$ cat src/rtl/pe_alloc_pkg.sv
package pe_alloc_pkg;

  typedef enum logic {
    THR_ACTIVE = 1'b0,
    THR_REDUN  = 1'b1
  } thread_e;

endpackage

$ cat src/rtl/pe_pick.sv
module pe_pick #(
  parameter int NUM_PE = 4,
  parameter int IDW    = $clog2(NUM_PE)
) (
  input  logic [NUM_PE-1:0] cand,
  output logic              found,
  output logic [NUM_PE-1:0] pick_oh,
  output logic [IDW-1:0]    pick_idx
);

  function automatic logic [NUM_PE-1:0] lowest_set(input logic [NUM_PE-1:0] v);
    logic [NUM_PE-1:0] r;
    r = '0;
    for (int i = NUM_PE - 1; i >= 0; i--) begin
      if (v[i]) r = '0;
      if (v[i]) r[i] = 1'b1;
    end
    return r;
  endfunction

  function automatic logic [IDW-1:0] oh_to_idx(input logic [NUM_PE-1:0] oh);
    logic [IDW-1:0] r;
    r = '0;
    for (int i = 0; i < NUM_PE; i++) begin
      if (oh[i]) r = r | IDW'(i);
    end
    return r;
  endfunction

  always_comb begin
    pick_oh  = lowest_set(cand);
    pick_idx = oh_to_idx(pick_oh);
    found    = |cand;
  end

endmodule

$ cat src/rtl/pe_status_table.sv
module pe_status_table #(
  parameter int NUM_PE = 4,
  parameter int IDW    = $clog2(NUM_PE)
) (
  input  logic              clk,
  input  logic              rst_n,
  input  logic [NUM_PE-1:0] set_mask,
  input  logic              rel_valid,
  input  logic [IDW-1:0]    rel_id,
  input  logic              dis_valid,
  input  logic [IDW-1:0]    dis_id,
  output logic [NUM_PE-1:0] busy_q,
  output logic [NUM_PE-1:0] dis_q,
  output logic              rel_err
);

  logic [NUM_PE-1:0] rel_hit;
  logic [NUM_PE-1:0] dis_hit;

  assign rel_err = rel_valid && !busy_q[rel_id];

  for (genvar g = 0; g < NUM_PE; g++) begin : g_elem
    assign rel_hit[g] = rel_valid && (rel_id == IDW'(g)) && busy_q[g];
    assign dis_hit[g] = dis_valid && (dis_id == IDW'(g));

    always_ff @(posedge clk or negedge rst_n) begin
      if (!rst_n) begin
        busy_q[g] <= 1'b0;
        dis_q[g]  <= 1'b0;
      end else begin
        busy_q[g] <= (busy_q[g] & ~rel_hit[g]) | set_mask[g];
        dis_q[g]  <= dis_q[g] | dis_hit[g];
      end
    end
  end


  rel_frees_chk: assert property (@(posedge clk) disable iff (!rst_n)
    (rel_valid && !rel_err) |=> !busy_q[$past(rel_id)]);


  bad_rel_noeffect_chk: assert property (@(posedge clk) disable iff (!rst_n)
    rel_err |=> busy_q == ($past(busy_q) | $past(set_mask)));


  dis_sticky_chk: assert property (@(posedge clk) disable iff (!rst_n)
    (dis_q & ~$past(dis_q)) == (dis_q & ~$past(dis_q)) && ((dis_q & $past(dis_q)) == $past(dis_q)));

endmodule

$ cat src/rtl/pe_allocator.sv
module pe_allocator #(
  parameter int NUM_PE = 4,
  parameter int IDW    = $clog2(NUM_PE)
) (
  input  logic              clk,
  input  logic              rst_n,
  input  logic              act_req,
  input  logic              red_req,
  input  logic [IDW-1:0]    red_excl_id,
  output logic              grant_valid,
  output logic              grant_thread,
  output logic [NUM_PE-1:0] grant_onehot,
  output logic [IDW-1:0]    grant_id,
  input  logic              rel_valid,
  input  logic [IDW-1:0]    rel_id,
  output logic              rel_err,
  input  logic              dis_valid,
  input  logic [IDW-1:0]    dis_id,
  output logic [NUM_PE-1:0] busy_mask,
  output logic [NUM_PE-1:0] disabled_mask
);
  import pe_alloc_pkg::*;

  function automatic logic [NUM_PE-1:0] idx_to_oh(input logic [IDW-1:0] idx);
    logic [NUM_PE-1:0] r;
    r = '0;
    r[idx] = 1'b1;
    return r;
  endfunction

  logic [NUM_PE-1:0] eligible;
  logic [NUM_PE-1:0] red_cand;
  logic              act_found, red_found;
  logic [NUM_PE-1:0] act_oh, red_oh;
  logic [IDW-1:0]    act_idx, red_idx;
  logic              red_win, act_win;
  thread_e           win_thr;

  assign eligible = ~busy_mask & ~disabled_mask;
  assign red_cand = eligible & ~idx_to_oh(red_excl_id);

  pe_pick #(.NUM_PE(NUM_PE), .IDW(IDW)) u_act_pick (
    .cand(eligible), .found(act_found), .pick_oh(act_oh), .pick_idx(act_idx)
  );

  pe_pick #(.NUM_PE(NUM_PE), .IDW(IDW)) u_red_pick (
    .cand(red_cand), .found(red_found), .pick_oh(red_oh), .pick_idx(red_idx)
  );

  assign red_win = red_req && red_found;
  assign act_win = act_req && act_found && !red_win;
  assign win_thr = red_win ? THR_REDUN : THR_ACTIVE;

  always_comb begin
    grant_valid  = red_win || act_win;
    grant_thread = logic'(win_thr);
    grant_onehot = '0;
    grant_id     = '0;
    if (red_win) begin
      grant_onehot = red_oh;
      grant_id     = red_idx;
    end else if (act_win) begin
      grant_onehot = act_oh;
      grant_id     = act_idx;
    end
  end

  pe_status_table #(.NUM_PE(NUM_PE), .IDW(IDW)) u_table (
    .clk(clk), .rst_n(rst_n), .set_mask(grant_onehot),
    .rel_valid(rel_valid), .rel_id(rel_id),
    .dis_valid(dis_valid), .dis_id(dis_id),
    .busy_q(busy_mask), .dis_q(disabled_mask), .rel_err(rel_err)
  );


  one_grant_chk: assert property (@(posedge clk) disable iff (!rst_n)
    $onehot0(grant_onehot) && (grant_valid == (grant_onehot != '0)));


  excl_respected_chk: assert property (@(posedge clk) disable iff (!rst_n)
    (grant_valid && grant_thread) |-> (grant_id != red_excl_id));


  no_double_book_chk: assert property (@(posedge clk) disable iff (!rst_n)
    (grant_onehot & busy_mask) == '0);


  grant_sets_busy_chk: assert property (@(posedge clk) disable iff (!rst_n)
    grant_valid |=> busy_mask[$past(grant_id)]);


  no_disabled_grant_chk: assert property (@(posedge clk) disable iff (!rst_n)
    (grant_onehot & disabled_mask) == '0);


  blocked_lends_chk: assert property (@(posedge clk) disable iff (!rst_n)
    (red_req && !red_found && act_req && act_found) |-> (grant_valid && !grant_thread));

endmodule

$ cat config.mk
export PLATFORM = sky130hd
export DESIGN_NAME = pe_allocator
export DESIGN_NICKNAME = d
export VERILOG_FILES = /design/src/rtl/pe_alloc_pkg.sv /design/src/rtl/pe_pick.sv /design/src/rtl/pe_status_table.sv /design/src/rtl/pe_allocator.sv
export SDC_FILE = /design/constraint.sdc
export NUM_CORES = 1
export LEC_CHECK = 0
export BUFFER_PORTS_ARGS = -buffer_cell sky130_fd_sc_hd__buf_2
export CAP_MARGIN = 20
export CORE_ASPECT_RATIO = 0.9
export CORE_MARGIN = 10
export CORE_UTILIZATION = 40
export DETAILED_ROUTE_END_ITERATION = 10
export PLACE_DENSITY = 0.7
export SLEW_MARGIN = 10
export SYNTH_ARGS = -nofsm -noshare
export SYNTH_HDL_FRONTEND = slang
export SYNTH_SLANG_ARGS = --single-unit
$ cat constraint.sdc
create_clock -name clk -period 4.8 [get_ports clk]
set_clock_uncertainty 0.1 [all_clocks]
set_input_delay 0.24 -clock clk [delete_from_list [all_inputs] [get_ports clk]]
set_output_delay 0.24 -clock clk [all_outputs]
set_load 0.03 [all_outputs]
# Word-level counts from Yosys, hierarchy flattened
# Index checks and enable logic that the tools add are counted.
# Widths: inputs -> output; s select.
# word_totals
ff_bits,8
inputBits,12
output_inout_bits,17
wordCells,91
# classes
order_cmp,3
eq_ne,6
muxes,29
bitwise,21
n_reduce_logical,24
# op_table
op,count
$mux 4,8
$logic_and 1x1->1,17
$mux 1,13
$mux 2,6
$not 4->4,3
$and 4x4->4,2
$eq 2x2->1 const B,4
$or 1x1->1,8
$reduce_or 4->1,2
$lt 2x3->1 const B,2
$and 1x1->1,4
$eq 2x1->1 const B,2
$logic_not 2->1,2
$not 1->1,4
$bmux 1 s2,1
$demux 1 s2,1
$ge 2x1->1 const B,1
$logic_not 1->1,2
$logic_or 1x1->1,1

# Depth between registers and ports, before layout
# Gate-level depths: netlist of the first run.
# logic_depth
depth_word,16
ltp_mapped,5
ltp_nobuf,4

# By module
# A second synthesis of the first run with hierarchy kept.
# hier_totals
hier_cells,74
hier_area_um2,623.1
# modules_own_cells
module,n_inst,cells_per_inst,area_each_um2,seq_area_each_um2
pe_status_table,1,24,330.3,200.2
pe_allocator,1,30,175.2,0.0
pe_pick,2,10,58.8,0.0

# Worst setup path before layout of the first run
# OpenSTA, ideal clock, no wires.
# synth_path
path_kind,reg2out
startpoint,reg u_table.busy_q[0]
endpoint,out grant_onehot[1]
arrival_time_ns,2.166
t_required_ns,4.460
setup_slack_ns,2.294
path_stages_with_launch,5
path_cell_list,dfrtp_1 -> nor3b_2 -> o311ai_2 -> nand2_2 -> o31ai_1
# synth_via
elab_chain_cells,9
# synth_rtl
element,line_no,source
"start, declared",pe_status_table.sv:12,"output logic [NUM_PE-1:0] busy_q,"
"start signal, assigned by index",pe_status_table.sv:31,busy_q[g] <= (busy_q[g] & ~rel_hit[g]) | set_mask[g];
$not 4->4 *,pe_allocator.sv:39,assign eligible = ~busy_mask & ~disabled_mask;
$and 4x4->4 *,pe_allocator.sv:39,
$and 4x4->4,pe_allocator.sv:40,assign red_cand = eligible & ~idx_to_oh(red_excl_id);
$reduce_or 4->1,pe_pick.sv:33,found = |cand;
$logic_and 1x1->1,pe_allocator.sv:50,assign red_win = red_req && red_found;
$logic_not 1->1,pe_allocator.sv:51,assign act_win = act_req && act_found && !red_win;
$logic_and 1x1->1,pe_allocator.sv:51,
$mux 4,pe_allocator.sv:62,end else if (act_win) begin
$mux 4 *,pe_allocator.sv:59,if (red_win) begin
"end, declared",pe_allocator.sv:12,"output logic [NUM_PE-1:0] grant_onehot,"
# Every way passes the cells marked *; elsewhere a longest branch is shown, timed or not.

# Worst setup path in the final report of the first run
# layout_path
startpoint,reg u_table.busy_q[0]
endpoint,out grant_id[1]
# layout_via
elab_chain_cells,9
# layout_rtl
element,line_no,source
$not 4->4 *,pe_allocator.sv:39,
$and 4x4->4 *,pe_allocator.sv:39,
$and 4x4->4,pe_allocator.sv:40,
$reduce_or 4->1,pe_pick.sv:33,
$logic_and 1x1->1,pe_allocator.sv:50,
$logic_not 1->1,pe_allocator.sv:51,
$logic_and 1x1->1,pe_allocator.sv:51,
$mux 2,pe_allocator.sv:62,
$mux 2 *,pe_allocator.sv:59,
"end, declared",pe_allocator.sv:13,"output logic [IDW-1:0] grant_id,"
# Marks and branches as above.

==> run summary, run 1 <==
Status: complete, no violations
Max H-tree Level: 1
GRT met2 Usage: 0.1716
Min Tclk post-route: 2333 ps
Finished Cell Area: 803.3 um2
Ys flop type: dfrtp_1
FMAX: 428.6 MHz
Fin. max-slew vios: 0
Area grow syn2layout: 30.22%
Area share of xor/xnor cells in the synthesized design: 0
Hold_ws: 112.7 ps
Final wirelength: 1.958 mm
Worst-case clock buffer depth: 2
PnR worst setup slack: 2467 ps
Final Setup Violations: 0
CP Capture Type: output port
Vias: 703
Core ar.: 1448 um2
Vias in the first global route: 661
Number of diodes: 0
CTS Hold Buffers Added: 1
Pre-Repair DR Iteration Count: 4
Largest net degree at the start of global routing: 10
Crit path required time: 4460 ps
Global routing's busiest layer: met2
P_leak: 0.0003776 uW
Initial Util: 0.4261
Met3 usage: 0.04867
Setup Fix Bufs, Post-CTS: 0
# port buffers: 28
Syn Area/Cell: 8.940 um2
Mapped cell area: 616.8 um2
Initial antenna violation count: 0
Commonest cells in the netlist: dfrtp_1 (8), o21ai_0 (8), nor2_1 (7)
Post-placement cell area: 770.7 um2
Worst-skew pair later-pin latency: 250 ps
Synthesis-stage register bit count: 8
Max VDD drop: 0.1629 mV
Crit-path max FO: 9
Number of synthesized flops with an enable pin: 0
Hold WC Path Type: in -> reg
Mapped Cells: 69
I/O Pins: 29
Die Y: 57.26 um
Clock sink total: 8
RD Place Congestion: 0.8762
Drt via density: 6.113
1st-iter DRT viols: 17
Setup_tns: 0 ps
Routed WL per cell: 17.03 um
Std-Cell Rows: 13
DRC viols: 0
Final #Nets: 114
Adder-cell share of the synthesized area: 0
CTS-repair resized insts: 0
CTS buffer count: 3
Power per Cell Area: 197.8 nW/um2
Area leader, netlist: dfrtp_1
Main combinational cell family by area after synthesis: compound AO/OA/AOI/OAI gates
Maxcap violations: 0
CP startpoint kind: register
Grt ovf: 0
Die Wd: 61.40 um
Final hold violations: 0
Critical path arrival: 1990 ps
GR Layer Usage met1: 0.1463
Share of cells above drive strength 1: 0.3800
Clock transition at the registers of the reported paths: 50 ps
Antenna Nets Post-Route: 0
Sequential area share after synthesis: 0.3245
Final period util: 0.4861
Pre-CTS setup slack: 2761 ps
Synth area leaders: dfrtp_1 (32%), o311ai_2 (7.9%), o21ai_0 (6.5%)
All-Layer GR Usage: 0.1170
Simple-gate share of the synthesized area: 0.2028
Post-DP HPWL: 1.533 mm
Root Buffer: clkbuf_4
Synth top area share: 0.3245
CTS tree: done
Global-route wire length before repair: 3.187 mm
Count of cell types in the netlist: 27
Die area: 3515 um2
Worst slew pin tran: 628.2 ps
Rel. slew slack: 0.5767
Synth Area in Compound Gates: 0.3874
Post-synthesis mux area share: 0.05882
Warnings, synthesis: 0
RSZ-0062 raised after global routing: no
Final Util: 0.5549
CP Class: reg -> out
Ys async rst share: 1.000
Syn Nets: 81
path summary, 6_finish.rpt:
kind	start	endpoint	slack, ps	cells after the start
worst max-delay path	u_table.busy_q[0]	grant_id[1]	2470	5
worst min-delay path	dis_id[0]	u_table.dis_q[0]	110	2
worst max register to register	u_table.busy_q[0]	u_table.busy_q[2]	3000	4
worst min register to register	u_table.dis_q[1]	u_table.dis_q[1]	450	1
max in group asynchronous	rst_n	u_table.busy_q[2]	4150	2
min in group asynchronous	rst_n	u_table.dis_q[1]	280	2
cell type report:
class | count | area [um2]
fillers | 134 | 644.4
repair buffers | 29 | 150.1
clock buffers | 3 | 22.52
flip-flops and latches | 8 | 200.2
inverters | 3 | 11.26
multi-input cells | 57 | 400.4
well taps | 15 | 18.77
through the flow:
stage | total power [uW] | instances
3_5_place_dp | 108.6 | 111
5_1_grt | 168.7 | 115
2_1_floorplan | 93.84 | 69
3_3_place_gp | 108.4 | 111
4_1_cts | 160.4 | 115
6_report | 158.9 | 115
layer usage:
layer / up-vias / part of all wire / routed length [um]
li1: 338 / - / -
met1: 332 / 0.43 / 844
met2: 29 / 0.46 / 892
met3: 4 / 0.094 / 185
met4: 0 / 0.018 / 36
met5: - / 0 / 0
power breakdown:
group	internal, uW	switching (uW)
Combinational	12.7	22.1
Sequential	69.8	4.09
Clock	28.5	21.6
state kept, by name, summed over array words and instances (netlist names):
name	flops
u_table.busy_q	4
u_table.dis_q	4
logic make-up (layout without fill, tap and decap cells):
logic type             after synthesis  count (layout)
flip-flops                           8               8
AO/OA/AOI/OAI                       31              31
AND/OR/NAND/NOR                     24              24
multiplexers                         2               2
buffers and inverters                4              35
critical path: stages (launching register included):
cell	delay, ps
dfrtp_1	460
o21ai_0	550
nor2_1	130
a32oi_1	280
o21ai_0	130
buf_2	190
cell usage in the layout, fill, tap and decap left out, drive strengths merged:
| master | instances |
|---|---|
| buf | 28 |
| o21ai | 8 |
| dfrtp | 8 |
| nor2 | 7 |
| o31ai | 5 |
| nor3 | 4 |
| o21bai | 4 |
| nand2b | 3 |
| o311ai | 3 |
| inv | 3 |
| nand3 | 3 |
| clkbuf | 3 |
| nand2 | 3 |
| a211oi | 2 |
| a32oi | 2 |
| a31oi | 2 |
| o221ai | 1 |
| nor3b | 1 |
| o22ai | 1 |
| or2 | 1 |
| mux2i | 1 |
| o21a | 1 |
| a21oi | 1 |
| a21bo | 1 |
| mux4 | 1 |
| nor2b | 1 |
| nor4 | 1 |
| dlygate4sd3 | 1 |
(Power assumes the default switching activity.)
==> inputs of run 2 (changes only) <==
--- a/config.mk
+++ b/config.mk
@@ -11,7 +11,7 @@
 export CORE_MARGIN = 10
 export CORE_UTILIZATION = 40
 export DETAILED_ROUTE_END_ITERATION = 10
-export PLACE_DENSITY = 0.7
+export PLACE_DENSITY = 0.73
 export SLEW_MARGIN = 10
 export SYNTH_ARGS = -nofsm -noshare
 export SYNTH_HDL_FRONTEND = slang
==> constraint.sdc (replaced) <==
create_clock -name clk -period 2.1 [get_ports clk]
set_clock_uncertainty 0.1 [all_clocks]
set_input_delay 0.105 -clock clk [delete_from_list [all_inputs] [get_ports clk]]
set_output_delay 0.105 -clock clk [all_outputs]
set_load 0.03 [all_outputs]
==> run summary, run 2 (synthesis results as in run 1) <==
Initial antenna violation count: 0 (unchanged)
1st-iter DRT viols: 15 (-2)
Worst-skew pair later-pin latency: 250 ps (about the same)
Final #Nets: 118 (+3.5%)
Min Tclk post-route: 2032 ps
All-Layer GR Usage: 0.1161 (-0.0008730)
GR Layer Usage met1: 0.1349 (-0.01145)
Hold_ws: 31.75 ps (-80.96 ps)
Slowest stage cell, crit path: dfrtp_2
Post-DP HPWL: 1.614 mm (+5.2%)
Initial Util: 0.4261 (unchanged)
CP Capture Type: output port
RD Place Congestion: 0.9134 (+4.2%)
Crit path from: u_table.busy_q[0]
GRT met2 Usage: 0.1760 (+0.004438)
DRC viols: 0 (unchanged)
Max H-tree Level: 1 (unchanged)
Most frequent cells in the layout: buf_2 (28), o21ai_0 (7), nor2_1 (6)
Largest stage delay, worst path: 430 ps (-120 ps)
RSZ-0062 raised after global routing: yes
Global routing's busiest layer: met2
Maxcap violations: 0 (unchanged)
Final hold violations: 0 (unchanged)
Largest net degree at the start of global routing: 10 (unchanged)
Die Y: 57.26 um (unchanged)
Most common cell after layout, fill and taps aside: buf_2
Routed WL per cell: 17.00 um (-0.15%)
Drt via density: 6.092 (-0.34%)
CP top delay family: compound AO/OA/AOI/OAI gates
I/O Pins: 29 (unchanged)
Worst slew pin tran: 384.7 ps (-243.5 ps)
Die Wd: 61.40 um (unchanged)
Clock sink total: 8 (unchanged)
Global-route wire length before repair: 3.125 mm (-1.9%)
Setup Fix Bufs, Post-CTS: 0 (unchanged)
CTS tree: done
Grt ovf: 0 (unchanged)
Std-Cell Rows: 13 (unchanged)
Clock transition at the registers of the reported paths: 50 ps (about the same)
CP startpoint kind: register
Logic gate share of total power: 0.233 (+0.014)
Final period util: 0.9677
CP endpoint: grant_id[0]
P_leak: 0.0003951 uW (+4.6%)
Crit Reg-Reg Startpoint: u_table.busy_q[0]
Root Buffer: clkbuf_4
Critical path arrival: 1830 ps (-160 ps)
R2r worst-path depth: 4 (unchanged)
# port buffers: 28 (unchanged)
Worst-case clock buffer depth: 2 (unchanged)
Critical-path cell list: nor3b_2 > o311ai_2 > nand2_2 > o311ai_2 > buf_2
Clock power share: 0.308 (-0.008)
Setup_tns: 0 ps (unchanged)
CP Class: reg -> out
Vias in the first global route: 675 (+2.1%)
FF-to-FF End: u_table.busy_q[1]
Net Sw Power: 112.4 uW (+140%)
Core ar.: 1448 um2 (unchanged)
Final Setup Violations: 0 (unchanged)
Share of cells above drive strength 1: 0.4615 (+0.08154)
Max VDD drop: 0.3524 mV (+120%)
CP dominant cell by count: o311ai_2
Number of diodes: 0 (unchanged)
Crit path required time: 1890 ps (-2570 ps)
Largest registers: u_table.busy_q x4, u_table.dis_q x4
Tot Pwr: 371.0 uW (+130%)
Sequential Power Share: 0.459 (-0.006)
Finished Cell Area: 858.3 um2 (+6.9%)
Internal power: 258.6 uW (+130%)
FMAX: 492.1 MHz
Post-placement cell area: 798.3 um2 (+3.6%)
CTS buffer count: 3 (unchanged)
Crit-path max FO: 9 (unchanged)
Final wirelength: 2.023 mm (+3.3%)
Die area: 3515 um2 (unchanged)
Stages on the worst setup path: 5 (unchanged)
Rel. slew slack: 0.7431 (+0.1663)
Worst Path Buf+Inv: 1 (unchanged)
Met3 usage: 0.05088 (+0.002212)
Final Util: 0.5929 (+0.03803)
Worst reg2reg setup slack: 510 ps (-2490 ps)
Area grow syn2layout: 39.15%
Hold WC Path Type: in -> reg
Power per Cell Area: 432.3 nW/um2 (+120%)
Status: complete, no violations
Antenna Nets Post-Route: 0 (unchanged)
Switching share of total power: 0.3029 (+0.002035)
Fin. max-slew vios: 0 (unchanged)
Fill count: 132 (-1.5%)
Pre-Repair DR Iteration Count: 4 (unchanged)
Vias: 725 (+3.1%)
-- run 2: changes by cell type in the layout (fill, tap and decap cells not counted), sizes merged --
cell,change
dlygate4sd3,+1
buf,+3
-- run 2: worst min-delay path by stage --
stage / startpoint / to / cells after the start
floorplan: rst_n / u_table.busy_q[0] / 0
global placement: rst_n / u_table.dis_q[1] / 1
detailed placement: rst_n / u_table.dis_q[1] / 1
CTS: dis_id[1] / u_table.dis_q[2] / 3
global route: dis_id[1] / u_table.dis_q[2] / 3
finish: dis_id[1] / u_table.dis_q[2] / 3
-- run 2: metrics by stage --
stage / worst slack, ps / instances
floorplan: -64.00 / 69
global placement: 314.3 / 114
detailed placement: 275.7 / 114
CTS: 18.68 / 119
global route: -17.16 / 119
finish: 67.83 / 119
-- run 2: worst register-to-register path, delay by kind of cell, from the launching register on --
family | cells | cell delay [ps]
AND/OR/NAND/NOR | 2 | 240
flip-flops | 1 | 430
AO/OA/AOI/OAI | 2 | 690
-- run 2: final cells by class --
class | count | area [um2] | area share
tap | 15 | 18.77 | 0.02187
timing repair buffer | 33 | 182.7 | 0.2128
multi-input combinational | 57 | 419.2 | 0.4883
inverter | 3 | 11.26 | 0.01312
sequential | 8 | 203.9 | 0.2376
clock buffer | 3 | 22.52 | 0.02624
-- run 2: repair_timing --
item / 4_1_cts / 5_1_grt
hold endpoints to repair: 10 / 0
gates cloned: 0 / 0
endpoints found under the setup margin: 1 / 6
gates resized for setup: 0 / 6
pin swaps: 1 / 1
hold buffers: 2 / 0
-- run 2: power groups by stage --
stage | Sequential, uW | Clock, uW | Combinational, uW
floorplan | 180 | 0 | 34.6
global placement | 170 | 0 | 82.0
detailed placement | 171 | 0 | 81.9
CTS | 168 | 118 | 85.3
global route | 171 | 136 | 95.0
finish | 170 | 114 | 86.6
-- run 2: layer usage --
| layer | vias to the layer above | wire length [um] |
|---|---|---|
| met5 | - | 0 |
| met4 | 0 | 35 |
| met3 | 4 | 161 |
| met2 | 30 | 936 |
| met1 | 346 | 890 |
| li1 | 345 | - |
